## src/rtl/uic_pkg.sv

```systemverilog
package uic_pkg;
    typedef enum logic [2:0] {
        RA_STAT = 3'd0,
        RA_EN   = 3'd1,
        RA_CRIT = 3'd2,
        RA_POL  = 3'd3,
        RA_TRIG = 3'd4,
        RA_MSK  = 3'd5,
        RA_IDX  = 3'd6
    } uic_reg_e;

    localparam int NONE_BIT = 8;
endpackage

```

## src/rtl/uic_sync.sv

```systemverilog
module uic_sync #(
    parameter int W = 32
) (
    input  logic         clk,
    input  logic         rst_n,
    input  logic [W-1:0] d,
    output logic [W-1:0] q
);
    logic [W-1:0] s1_q;
    logic [W-1:0] s2_q;

    always_ff @(posedge clk or negedge rst_n) begin
        if (!rst_n) begin
            s1_q <= '0;
            s2_q <= '0;
        end else begin
            s1_q <= d;
            s2_q <= s1_q;
        end
    end

    assign q = s2_q;
endmodule

```

## src/rtl/uic_detect.sv

```systemverilog
module uic_detect #(
    parameter int W = 32
) (
    input  logic         clk,
    input  logic         rst_n,
    input  logic [W-1:0] lvl_in,
    input  logic [W-1:0] pol,
    input  logic [W-1:0] trig,
    output logic [W-1:0] set_vec
);
    logic [W-1:0] act;
    logic [W-1:0] act_q;

    // active when input matches polarity
    assign act = ~(lvl_in ^ pol);

    // history starts at the post-reset active value so no false edge
    always_ff @(posedge clk or negedge rst_n) begin
        if (!rst_n) act_q <= '1;
        else        act_q <= act;
    end

    for (genvar i = 0; i < W; i++) begin : g_src
        always_comb begin
            if (trig[i]) set_vec[i] = act[i] & ~act_q[i];
            else         set_vec[i] = act[i];
        end
    end
endmodule

```

## src/rtl/uic_prio_enc.sv

```systemverilog
module uic_prio_enc #(
    parameter int W    = 32,
    parameter int IDXW = $clog2(W)
) (
    input  logic [W-1:0]    msk,
    output logic [IDXW-1:0] idx,
    output logic            none
);
    always_comb begin
        idx  = '0;
        none = 1'b1;
        // later (higher) bits override: MSB = source 0 wins
        for (int i = 0; i < W; i++) begin
            if (msk[i]) begin
                idx  = IDXW'(W - 1 - i);
                none = 1'b0;
            end
        end
    end
endmodule

```

## src/rtl/uic_core.sv

```systemverilog
module uic_core
    import uic_pkg::*;
#(
    parameter int NSRC = 32,
    parameter int IDXW = $clog2(NSRC)
) (
    input  logic            clk,
    input  logic            rst_n,
    input  logic [NSRC-1:0] irq_src,
    input  logic            reg_wr,
    input  logic [2:0]      reg_addr,
    input  logic [NSRC-1:0] reg_wdata,
    output logic [NSRC-1:0] reg_rdata,
    output logic            irq_nc,
    output logic            irq_cr,
    output logic [IDXW-1:0] pend_idx,
    output logic            pend_none
);
    logic [NSRC-1:0] st_q, en_q, cr_q, pol_q, trig_q;
    logic [NSRC-1:0] sync_in;
    logic [NSRC-1:0] set_vec;
    logic [NSRC-1:0] msk;
    logic [NSRC-1:0] clr_vec;
    uic_reg_e        sel;

    assign sel = uic_reg_e'(reg_addr);

    uic_sync #(.W(NSRC)) u_sync (
        .clk   (clk),
        .rst_n (rst_n),
        .d     (irq_src),
        .q     (sync_in)
    );

    uic_detect #(.W(NSRC)) u_det (
        .clk     (clk),
        .rst_n   (rst_n),
        .lvl_in  (sync_in),
        .pol     (pol_q),
        .trig    (trig_q),
        .set_vec (set_vec)
    );

    assign clr_vec = (reg_wr && sel == RA_STAT) ? reg_wdata : '0;

    // set takes priority over a same-cycle clear
    always_ff @(posedge clk or negedge rst_n) begin
        if (!rst_n) st_q <= '0;
        else        st_q <= (st_q & ~clr_vec) | set_vec;
    end

    always_ff @(posedge clk or negedge rst_n) begin
        if (!rst_n) begin
            en_q   <= '0;
            cr_q   <= '0;
            pol_q  <= '0;
            trig_q <= '0;
        end else if (reg_wr) begin
            unique case (sel)
                RA_EN:   en_q   <= reg_wdata;
                RA_CRIT: cr_q   <= reg_wdata;
                RA_POL:  pol_q  <= reg_wdata;
                RA_TRIG: trig_q <= reg_wdata;
                default: ;
            endcase
        end
    end

    assign msk = st_q & en_q;

    uic_prio_enc #(.W(NSRC), .IDXW(IDXW)) u_enc (
        .msk  (msk),
        .idx  (pend_idx),
        .none (pend_none)
    );

    assign irq_nc = |(msk & ~cr_q);
    assign irq_cr = |(msk & cr_q);

    always_comb begin
        reg_rdata = '0;
        unique case (sel)
            RA_STAT: reg_rdata = st_q;
            RA_EN:   reg_rdata = en_q;
            RA_CRIT: reg_rdata = cr_q;
            RA_POL:  reg_rdata = pol_q;
            RA_TRIG: reg_rdata = trig_q;
            RA_MSK:  reg_rdata = msk;
            RA_IDX: begin
                reg_rdata[IDXW-1:0] = pend_idx;
                reg_rdata[NONE_BIT] = pend_none;
            end
            default: reg_rdata = '0;
        endcase
    end
endmodule

```

## config.mk

```make
export PLATFORM = sky130hd
export DESIGN_NAME = uic_core
export DESIGN_NICKNAME = d
export VERILOG_FILES = /design/src/rtl/uic_pkg.sv /design/src/rtl/uic_sync.sv /design/src/rtl/uic_detect.sv /design/src/rtl/uic_prio_enc.sv /design/src/rtl/uic_core.sv
export SDC_FILE = /design/constraint.sdc
export NUM_CORES = 1
export LEC_CHECK = 0
export CORE_ASPECT_RATIO = 0.9
export CORE_UTILIZATION = 60
export CTS_CLUSTER_SIZE = 8
export DETAILED_ROUTE_END_ITERATION = 8
export PLACE_DENSITY = 0.81
export SLEW_MARGIN = 20
export SYNTH_ARGS = -nofsm -noshare
export SYNTH_HDL_FRONTEND = slang
export SYNTH_HIERARCHICAL = 1
export SYNTH_SLANG_ARGS = --single-unit
```

## constraint.sdc

```tcl
create_clock -name clk -period 6.8 [get_ports clk]
set_clock_uncertainty 0.05 [all_clocks]
set_input_delay 0.68 -clock clk [delete_from_list [all_inputs] [get_ports clk]]
set_output_delay 0.68 -clock clk [all_outputs]
set_load 0.05 [all_outputs]
```

==> results by group, run 1 <==
Yosys
  • Yosys Warn Count: 6
  • Number of different library cells in the post-synthesis netlist: 55
  • Library cell with the largest summed area after synthesis: sky130_fd_sc_hd__dfrtp_1
  • Average footprint of a synthesized cell: roughly 12 sq um
  • Area share of the largest cell type after synthesis: between 40 and 50%
  • Number of nets produced by synthesis: 987
  • Share of synthesized area occupied by flip-flops and latches: 57.0%
  • Dominant synthesized flop cell: sky130_fd_sc_hd__dfrtp_1
  • Most instantiated library cell after synthesis: sky130_fd_sc_hd__dfrtp_1
  • Flip-flop and latch count after synthesis: 256
  • Number of enable-type register cells in the synthesized netlist: 0
  • Cell count after synthesis: between 900 and 1,000
  • Top cells by count, synth: sky130_fd_sc_hd__dfrtp_1 (224), sky130_fd_sc_hd__mux2_2 (100), sky130_fd_sc_hd__nand2_1 (99), sky130_fd_sc_hd__inv_1 (38)
  • Netlist area before placement: around 11,000 sq um
  • Async set or reset register ratio after synthesis: 100%
  • Top cells by area in the synthesized netlist: sky130_fd_sc_hd__dfrtp_1 (50%), sky130_fd_sc_hd__mux2_2 (10%), sky130_fd_sc_hd__dfstp_2 (7.4%), sky130_fd_sc_hd__mux2_1 (3.3%), sky130_fd_sc_hd__nand2_1 (3.3%)

Final layout
  • Nets@finish: 1,104
  • Inserted Diodes: 0
  • Synthesis-to-layout area growth: 20.0%
  • Non-filler cells, final: between 1,000 and 1,500
  • Filler Cells Inserted: 1,235
  • Fraction of layout instances using a drive strength above 1: 18.3%

Power
  • Leakage power summed over all cells: around 5.6 nW
  • IR drop worst, VDD: ~240 uV
  • PwrDens: 342 nW/um^2

Placed design
  • HPWL after DPL: ~17,000 um
  • PortBufs: ~110
  • # placed instances: ~1,200
  • Placer's final routability congestion estimate: between 0.9 and 1
  • Pre-CTS setup slack: 2.45 ns

Die
  • Overall die area: between 15,000 and 20,000 sq um
  • Initial Utilization: between 60 and 70%
  • Vertical die dimension: 132 um
  • Row Count: between 40 and 50
  • Core Footprint: approximately 18,000 sq um
  • Width of the chip: 147 um
  • Ports: 110

Global route
  • Pin count of the biggest net entering global routing: about 140
  • First-pass GRT wire length: 43,300 um
  • Remaining global-route overflow: 0
  • GRT Util Overall: between 20 and 30%
  • Via count of the first global-routing pass: just under 8,000
  • Initial antenna violation count: 0

Detailed routing
  • Top sig layer: met4
  • Routed wire length on met2: roughly 13,000 um
  • Detailed-route vias per instance: 6.12
  • DRT iter0 DRCs: 600
  • Total Wirelength: ~27,000 um
  • Post-route met1 wirelength: roughly 12,000 um
  • DRC viols: 0
  • DRT antenna net count: 0
  • Met3 wire length: ~1700 um
  • Vias after detailed routing: 7,965
  • Wire length per cell after detailed routing: roughly 21 um
  • Pre-antenna DRT Iters: 5

Worst setup path
  • Register-to-Register Path Depth: 3
  • Highest cell delay on the worst timing path: 0.80 ns
  • End point of the critical path: reg_rdata[8]
  • Setup CP Type: flop to output port
  • Ordered list of cells on the worst path: nand2_1 -> inv_1 -> nor4_2 -> nand3_1 -> or3_1 -> nor4_1 -> mux2i_1 -> mux2_2 -> o22ai_1 -> a31o_2 -> clkdlybuf4s50_1
  • Worst-path maximum fanout: 5
  • Crit. End Element: output port
  • Data arrival time of the worst path: 3.94 ns
  • Critical Path Source Type: flop
  • Cell type of the slowest stage on the worst timing path: sky130_fd_sc_hd__clkdlybuf4s50_1
  • Data required time at the worst endpoint: a little over 6 ns
  • R2R setup slack: approximately 5.7 ns
  • Worst reg2reg path endpoint: st_q[2]
  • Launching point of the worst reg2reg path: pol_q[2]
  • Worst Setup SP: st_q[28]

STA
  • Post-route setup TNS: 0 ns
  • Fmax: between 200 and 250 MHz
  • Number of slew-limit violations in the final report: 0
  • Final setup violation count: 0
  • Transition time of the tightest slew-check pin: between 0.9 and 1 ns
  • Min setup slack post-route: approximately 2.1 ns
  • Setup repair after global routing missed its margin: no
  • Final hold violations: 0
  • Minimum clock period: between 4 and 5 ns
  • Worst rel slew slack: 34.1%
  • Crit share post-route: between 60% and 70%

Clocking
  • Number of resized instances in the post-cts repair step: 0
  • Hold_buf cts: 0
  • Clock Sinks: ~260
  • TritonCTS clock tree: yes
  • Total number of H-tree levels: 2
  • Clock-pin slew reported for the worst setup and hold paths after clock tree synthesis: around 0.050 ns
  • Num CTS Buffers: 37
  • Max clock buf depth: 3
  • Clock Latency Late Sink: between 0.5 and 0.6 ns
  • Root buf cell: sky130_fd_sc_hd__clkbuf_16
  • Post-CTS Setup Repair Bufs: 0

Worst hold path
  • Path class of the lowest-slack min-delay path: primary input to asynchronous set/reset pin

Outcome
  • Result of the run: completed

Flow run
  • MaxCap Viol Count: 0
==> state kept, by name, indices dropped and copies added (netlist names) <==
register,cells
cr_q,32
en_q,32
pol_q,32
st_q,32
trig_q,32
u_det/act_q,32
u_sync/q,32
u_sync/s1_q,32
==> where the power goes <==
part / leakage [nW] / total [mW] / internal [mW] / switching [mW]
sequential: 2.91 / 2.02 / 1.82 / 0.206
combinational: 2.18 / 0.999 / 0.442 / 0.558
clock: 0.492 / 1.62 / 1.01 / 0.618
total: 5.58 / 4.65 / 3.26 / 1.38
==> kinds of logic after synthesis <==
| kind of cell | after synthesis | share of synthesized area, % |
|---|---|---|
| flip-flops | 256 | 57.0 |
| AO/OA/AOI/OAI | 198 | 13.2 |
| AND/OR/NAND/NOR | 188 | 7.90 |
| multiplexers | 162 | 15.9 |
| buffers and inverters | 81 | 3.48 |
| XOR/XNOR | 32 | 2.48 |
==> layout by cell type (no fill, tap or decap), types with 3 or more instances in the layout <==
cell	synthesis	routed
sky130_fd_sc_hd__nor4_1	9	9
sky130_fd_sc_hd__clkdlybuf4s50_1	0	105
sky130_fd_sc_hd__mux2_2	100	100
sky130_fd_sc_hd__o21ai_0	4	4
sky130_fd_sc_hd__nand4_1	5	5
sky130_fd_sc_hd__o31ai_1	4	4
sky130_fd_sc_hd__a21o_1	33	33
sky130_fd_sc_hd__nor2b_1	7	7
sky130_fd_sc_hd__o221ai_1	23	23
sky130_fd_sc_hd__dfstp_2	32	32
sky130_fd_sc_hd__nor3_1	5	5
sky130_fd_sc_hd__buf_4	10	10
sky130_fd_sc_hd__o211ai_1	3	3
sky130_fd_sc_hd__xnor2_1	32	32
sky130_fd_sc_hd__o21ai_1	3	3
sky130_fd_sc_hd__mux2_1	33	33
sky130_fd_sc_hd__a31oi_1	4	4
sky130_fd_sc_hd__nand2_1	99	99
sky130_fd_sc_hd__mux2i_1	28	28
sky130_fd_sc_hd__clkbuf_16	0	37
sky130_fd_sc_hd__nor2_1	19	19
sky130_fd_sc_hd__a21oi_1	10	10
sky130_fd_sc_hd__buf_2	20	3
sky130_fd_sc_hd__a22oi_1	19	19
sky130_fd_sc_hd__a32oi_1	28	28
sky130_fd_sc_hd__inv_1	38	38
sky130_fd_sc_hd__o22ai_1	20	20
sky130_fd_sc_hd__nand2b_1	28	28
sky130_fd_sc_hd__a21boi_1	32	32
sky130_fd_sc_hd__clkbuf_1	7	23
sky130_fd_sc_hd__o21a_1	4	4
sky130_fd_sc_hd__dfrtp_1	224	224
==> how the worst min path moves through the flow <==
stage                    startpoint              to  slack, ns  depth (start not counted)
detailed placement  u_sync/s1_q[14]    u_sync/q[14]       0.28                          0
finish                        rst_n         en_q[1]       0.18                          1
global route                  rst_n  u_sync/s1_q[6]       0.24                          1
floorplan            u_sync/s1_q[0]     u_sync/q[0]       0.28                          0
global placement    u_sync/s1_q[16]    u_sync/q[16]       0.28                          0
CTS                           rst_n     u_sync/q[6]       0.22                          1
==> per-stage QoR <==
step	hold WS, ns	util [%]	instance area [sq um]	total power, mW
5_1_grt	0.239	73.7	13600	4.85
3_3_place_gp	0.283	68.1	12500	3.00
4_1_cts	0.218	73.7	13600	4.67
6_report	0.176	73.7	13600	4.65
2_1_floorplan	0.281	-	11300	2.67
3_5_place_dp	0.285	68.1	12500	3.03
==> critical path: cells and delay by family, from the launching register on <==
kind                   cells  cell delay [ns]
buffers and inverters      2             0.91
AOI/OAI and AO/OA          2             0.30
and+or+nand+nor            5             1.38
muxes                      2             0.43
DFF                        1             0.41
==> routing by layer <==
layer	vias up	global-route usage [%]
met3	49	5.05
met5	-	0
met2	287	45.1
li1	3573	-
met1	4056	41.3
met4	0	9.03
==> area by class of cell <==
type	instances	area [sq um]	share of cell area (%)
Clock buffer	60	1010	7.46
Timing Repair Buffer	120	1180	8.67
Inverter	39	146	1.08
Multi-Input combinational cell	580	4460	32.9
Clock inverter	2	17.5	0.129
Tap cell	245	307	2.26
Sequential cell	256	6450	47.5
(Power assumes the default switching activity.)
==> run 2, diff against run 1 <==
CORE_UTILIZATION = 52   (was 60)
PLACE_DENSITY = 0.75   (was 0.81)
clock period = 4.2 ns   (was 6.8 ns; I/O delays follow)
==> run 2 against run 1 <==
Effect of this change:
- sequential power is 62% higher
- flip-flop and latch count did not move
- die area grew 15%
- clock-buffer cell count is 1 higher
- via count shrank 0.67%
- non-clock buffer count rose by 10
- first-iteration DRC count decreased by 6.8%
- design area increased by 0.94%
- critical path depth shrank 1
- combinational power up 63%
- final cell count increased by 4.1%
- routed wire length grew 2.8%
- critical path type unchanged
==> results by group, run 2 (synthesized netlist as in run 1, its figures left out) <==
Outcome
  • Result of the run: completed

STA
  • Transition time of the tightest slew-check pin: roughly 0.94 ns
  • Minimum clock period: around 4.0 ns
  • Final hold violations: 0
  • Worst rel slew slack: 37.0%
  • Number of slew-limit violations in the final report: 0
  • Crit share post-route: 96.4%
  • Final setup violation count: 0
  • Fmax: between 200 and 250 MHz
  • Setup repair after global routing missed its margin: no
  • Post-route setup TNS: 0 ns

Flow run
  • MaxCap Viol Count: 0

Global route
  • Initial antenna violation count: 0
  • Remaining global-route overflow: 0
  • Pin count of the biggest net entering global routing: around 120
  • GRT Util Overall: approximately 26%
  • First-pass GRT wire length: 44,300 um
  • Via count of the first global-routing pass: ~8,000

Power
  • Power, Total: roughly 7.6 mW
  • Leakage power summed over all cells: approximately 5.7 nW
  • IR drop worst, VDD: between 400 and 500 uV
  • PwrDens: 553 nW/um^2

Placed design
  • HPWL after DPL: between 15,000 and 20,000 um
  • PortBufs: between 100 and 150
  • Placer's final routability congestion estimate: about 0.89

Detailed routing
  • DRC viols: 0
  • Detailed-route vias per instance: 5.84
  • DRT iter0 DRCs: 559
  • Vias after detailed routing: between 7,000 and 8,000
  • Pre-antenna DRT Iters: 5
  • Total Wirelength: between 20,000 and 30,000 um
  • Wire length per cell after detailed routing: 20.5 um
  • DRT antenna net count: 0

Clocking
  • Num CTS Buffers: 37
  • Max clock buf depth: 3
  • Clock Latency Late Sink: around 0.51 ns
  • Post-CTS Setup Repair Bufs: 0
  • Clock Sinks: 256
  • Total number of H-tree levels: 2
  • Clock-pin slew reported for the worst setup and hold paths after clock tree synthesis: around 0.050 ns
  • Root buf cell: sky130_fd_sc_hd__clkbuf_16
  • TritonCTS clock tree: yes

Die
  • Row Count: 50
  • Overall die area: 22,300 sq um
  • Initial Utilization: 53.6%
  • Vertical die dimension: approximately 140 um
  • Width of the chip: 157 um
  • Core Footprint: ~21,000 sq um
  • Ports: 110

Final layout
  • Nets@finish: 1,114
  • Inserted Diodes: 0
  • Synthesis-to-layout area growth: 21.2%
  • Commonest non-fill, non-tap cells in the layout: sky130_fd_sc_hd__dfrtp_1 (224), sky130_fd_sc_hd__mux2_2 (100), sky130_fd_sc_hd__nand2_1 (99)
  • Filler Cells Inserted: between 1,500 and 2,000
  • Fraction of layout instances using a drive strength above 1: between 20% and 30%
  • Leading cell type in the layout, fill and taps excluded: sky130_fd_sc_hd__dfrtp_1

Worst setup path
  • Worst-path maximum fanout: 4
  • Critical Path Source Type: flop
  • Worst reg2reg path endpoint: st_q[8]
  • Data arrival time of the worst path: approximately 3.6 ns
  • Launching point of the worst reg2reg path: pol_q[8]
  • Register-to-Register Path Depth: 3
  • R2R setup slack: 3.01 ns
  • Crit. End Element: output port
  • Data required time at the worst endpoint: roughly 3.7 ns
  • Worst Setup SP: st_q[8]
  • Setup CP Type: flop to output port
  • End point of the critical path: reg_rdata[3]

Worst hold path
  • Path class of the lowest-slack min-delay path: flop to flop
  • Worst Min Path Start: u_sync/s1_q[18]
## run 2: changes by cell type in the layout (fill, tap and decap cells not counted)
| cell | previous run | this run |
|---|---|---|
| sky130_fd_sc_hd__buf_4 | 10 | 40 |
| sky130_fd_sc_hd__clkdlybuf4s50_1 | 105 | 79 |
| sky130_fd_sc_hd__dlymetal6s2s_1 | 0 | 3 |
| sky130_fd_sc_hd__clkinv_8 | 0 | 2 |
| sky130_fd_sc_hd__and2_0 | 0 | 1 |
| sky130_fd_sc_hd__and2_1 | 2 | 1 |
| sky130_fd_sc_hd__buf_12 | 1 | 2 |
| sky130_fd_sc_hd__clkbuf_1 | 23 | 24 |
| sky130_fd_sc_hd__clkdlybuf4s15_1 | 0 | 1 |
| sky130_fd_sc_hd__dlygate4sd3_1 | 0 | 1 |
| sky130_fd_sc_hd__inv_6 | 2 | 1 |
| sky130_fd_sc_hd__nor4_1 | 9 | 8 |
| sky130_fd_sc_hd__nor4_2 | 1 | 2 |
## run 2: worst min path at each step
| stage | depth (start not counted) | to | slack, ns |
|---|---|---|---|
| floorplan | 0 | cr_q[0] | 0.07 |
| global route | 1 | u_sync/s1_q[17] | 0.29 |
| global placement | 0 | u_sync/q[18] | 0.28 |
| finish | 0 | u_sync/q[18] | 0.29 |
| detailed placement | 0 | u_sync/q[18] | 0.28 |
| CTS | 1 | u_sync/s1_q[23] | 0.28 |
## run 2: metal layers
metal	global-route usage, %	vias to the layer above	part of all wire [%]
met3	4.31	49	5.1
met2	41.6	229	47
li1	-	3590	-
met4	7.41	0	2.1
met5	0	-	0
met1	36.2	4044	46
## run 2: area by class of cell
class	count	area, sq um	share of cell area (%)
flip-flops and latches	256	6450	47.1
clock buffers	61	1020	7.42
well taps	286	358	2.61
multi-input cells	580	4470	32.6
clock inverters	3	41.3	0.301
repair buffers	130	1220	8.90
inverters	39	146	1.07
## run 2: worst max-delay path, stage by stage (launching register included)
cell and delay, ns:
sky130_fd_sc_hd__dfrtp_1 0.41, sky130_fd_sc_hd__nand2_1 0.11, sky130_fd_sc_hd__inv_1 0.12, sky130_fd_sc_hd__or4_4 0.57
sky130_fd_sc_hd__nor2_1 0.14, sky130_fd_sc_hd__nand2_1 0.07, sky130_fd_sc_hd__a21oi_1 0.33, sky130_fd_sc_hd__mux2i_1 0.13
sky130_fd_sc_hd__o211ai_1 0.18, sky130_fd_sc_hd__o21a_1 0.19, sky130_fd_sc_hd__clkdlybuf4s50_1 0.81
## run 2: per-stage QoR
| step | utilization, % | hold slack, ns | setup slack [ns] | cell area, sq um | std cells |
|---|---|---|---|---|---|
| finish | 65.0 | 0.294 | 0.152 | 13700 | 1355 |
| global route | 65.0 | 0.288 | 0.00427 | 13700 | 1355 |
| CTS | 64.9 | 0.284 | 0.155 | 13700 | 1355 |
| detailed placement | 59.9 | 0.285 | 0.480 | 12600 | 1290 |
| global placement | 59.9 | 0.282 | 0.576 | 12600 | 1290 |
| floorplan | - | 0.0744 | 0.486 | 11300 | 917 |
## run 2: power breakdown
group	internal (mW)	switching, mW
Combinational	0.707	0.923
Clock	1.64	1.03
Sequential	2.94	0.328
Total	5.29	2.28
## run 2: timing repair
item / 4_1_cts / 5_1_grt
setup endpoints to repair: 1 / 4
gates resized for setup: 1 / 4
hold endpoints to repair: 39 / 0
hold buffers: 1 / 0
pin swaps: 0 / 0
cloned: 0 / 0
==> run 3, diff against run 2 <==
PLACE_DENSITY = 0.85   (was 0.75)
==> run 3 against run 2 <==
Effect of this change:
- final cell count rose by 0.15%
- flip-flop and latch count did not move
- clock-buffer cell count rose by 2
- sequential power barely moved
- via count rose by 2.9%
- sequential share of layout area fell by 0.078 points
- die area did not move
- global-route usage rose by 0.99 points
- worst setup slack improved by 0.032 ns
- core utilization rose by 0.11 points
- worst hold slack got worse by 0.0064 ns
- critical endpoint is now reg_rdata[4]
- largest power group unchanged
==> results by group, run 3 (synthesized netlist as in run 1, its figures left out) <==
Worst setup path
  • Worst-path maximum fanout: 5
  • Ordered list of cells on the worst path: nand2_1 -> inv_1 -> nor4_2 -> nand3_1 -> or3_1 -> a31oi_1 -> mux2i_1 -> o211ai_1 -> o21a_1 -> clkdlybuf4s50_1
  • Cell type of the slowest stage on the worst timing path: sky130_fd_sc_hd__clkdlybuf4s50_1
  • Data required time at the worst endpoint: 3.73 ns
  • Launching point of the worst reg2reg path: pol_q[24]
  • Critical Path Source Type: flop
  • Highest cell delay on the worst timing path: about 0.8 ns
  • Worst Setup SP: st_q[25]
  • Crit. End Element: output port
  • Setup CP Type: flop to output port
  • Kind of cell with the highest combined delay on the critical path: simple AND/OR/NAND/NOR gates
  • Combined buffer and inverter count along the critical path: 2
  • Data arrival time of the worst path: approximately 3.6 ns

Placed design
  • PortBufs: roughly 110
  • Placer's final routability congestion estimate: ~0.91
  • HPWL after DPL: 18,900 um

Clocking
  • Post-CTS Setup Repair Bufs: 0
  • Clock-pin slew reported for the worst setup and hold paths after clock tree synthesis: ~0.05 ns
  • TritonCTS clock tree: yes
  • Num CTS Buffers: 37
  • Max clock buf depth: 3
  • Total number of H-tree levels: 2
  • Root buf cell: sky130_fd_sc_hd__clkbuf_16
  • Clock Sinks: about 260
  • Clock Latency Late Sink: 0.52 ns

Final layout
  • Commonest non-fill, non-tap cells in the layout: sky130_fd_sc_hd__dfrtp_1 (224), sky130_fd_sc_hd__mux2_2 (100), sky130_fd_sc_hd__nand2_1 (99)
  • Synthesis-to-layout area growth: 21.4%
  • Nets@finish: 1,114
  • Leading cell type in the layout, fill and taps excluded: sky130_fd_sc_hd__dfrtp_1
  • Inserted Diodes: 0
  • Final Core Density: about two thirds
  • Fraction of layout instances using a drive strength above 1: around a fifth

STA
  • Transition time of the tightest slew-check pin: around 0.88 ns
  • Worst rel slew slack: 41.6%
  • Minimum clock period: ~4.0 ns
  • Post-route setup TNS: 0 ns
  • Setup repair after global routing missed its margin: no
  • Final hold violations: 0
  • Crit share post-route: between 90 and 100%
  • Number of slew-limit violations in the final report: 0
  • Final setup violation count: 0
  • Fmax: 249 MHz

Global route
  • GRT Util Overall: approximately 27%
  • Via count of the first global-routing pass: 8,364
  • Remaining global-route overflow: 0
  • First-pass GRT wire length: roughly 46,000 um
  • Pin count of the biggest net entering global routing: approximately 140
  • Initial antenna violation count: 0

Power
  • Portion of total power attributed to the clock network: 35.6%
  • IR drop worst, VDD: about 360 uV
  • Gate power share: 21.5%
  • Relative contribution of sequential cells to total power: 42.9%
  • Leakage power summed over all cells: 5.71 nW
  • Switching power: approximately 2.3 mW
  • Proportion of total power due to net switching: between 30% and 40%
  • Power, Total: 7.64 mW
  • PwrDens: ~560 nW/um^2
  • Internal Pwr Total: 5.30 mW

Die
  • Overall die area: around 22,000 sq um
  • Vertical die dimension: approximately 140 um
  • Width of the chip: 157 um
  • Initial Utilization: between 50% and 60%
  • Ports: 110
  • Core Footprint: 21,100 sq um
  • Row Count: 50

Detailed routing
  • Total Wirelength: between 20,000 and 30,000 um
  • DRC viols: 0
  • Pre-antenna DRT Iters: 6
  • DRT antenna net count: 0
  • DRT iter0 DRCs: 750
  • Detailed-route vias per instance: about 6
  • Vias after detailed routing: roughly 8,100
  • Wire length per cell after detailed routing: between 20 and 25 um

Worst hold path
  • Worst Min Path Start: irq_src[6]
  • Path class of the lowest-slack min-delay path: primary input to flop

Flow run
  • MaxCap Viol Count: 0

Outcome
  • Result of the run: completed
-- run 3: layer usage --
metal  global-route usage [%]  wire (um)  vias to the layer above
li1                         -          -                     3596
met1                     37.1      12700                     4176
met2                     42.8      13500                      317
met3                     4.64       1820                       53
met4                     9.50        685                        0
met5                        0          0                        -
-- run 3: final cells by class --
class,count,area (sq um)
Clock buffer,63,1020
Clock inverter,3,37.5
Fill cell,1588,7360
Inverter,39,146
Multi-Input combinational cell,580,4480
Sequential cell,256,6450
Tap cell,286,358
Timing Repair Buffer,130,1230
-- run 3: final timing paths --
path / slack, ns / depth (start not counted) / to
setup / recovery: 0.18 / 10 / reg_rdata[4]
hold / removal: 0.29 / 1 / u_sync/s1_q[6]
setup reg to reg: 3.09 / 3 / st_q[24]
hold reg to reg: 0.29 / 0 / u_sync/q[14]
max in group asynchronous: 2.59 / 4 / u_det/act_q[3]
min in group asynchronous: 0.33 / 2 / u_sync/q[7]
-- run 3: worst register-to-register path, cell delays in order, from the launching register on --
cell                       delay [ns]
sky130_fd_sc_hd__dfrtp_1         0.41
sky130_fd_sc_hd__xnor2_1         0.21
sky130_fd_sc_hd__a21boi_1        0.27
sky130_fd_sc_hd__a21o_1          0.11
-- run 3: through the flow --
| step | cells | hold WS (ns) | cell area [sq um] | setup slack [ns] |
|---|---|---|---|---|
| floorplan | 917 | 0.0744 | 11300 | 0.486 |
| global placement | 1289 | 0.281 | 12600 | 0.562 |
| detailed placement | 1289 | 0.285 | 12600 | 0.479 |
| CTS | 1355 | 0.0204 | 13700 | 0.133 |
| global route | 1357 | 0.285 | 13700 | 0.0274 |
| finish | 1357 | 0.288 | 13700 | 0.184 |
-- run 3: repair_timing --
action                                  4_1_cts  5_1_grt
hold buffers                                  0        1
pin swaps                                     0        0
gates resized for setup                       1        5
endpoints found under the hold margin         0       35
endpoints found under the setup margin        1        3
-- run 3: power by group through the flow --
| stage | clock network, mW | logic, mW | registers [mW] |
|---|---|---|---|
| floorplan | 0 | 1.14 | 3.18 |
| global placement | 0 | 1.59 | 3.27 |
| finish | 2.72 | 1.64 | 3.28 |
| detailed placement | 0 | 1.62 | 3.30 |
| CTS | 2.77 | 1.64 | 3.27 |
| global route | 2.86 | 1.78 | 3.32 |
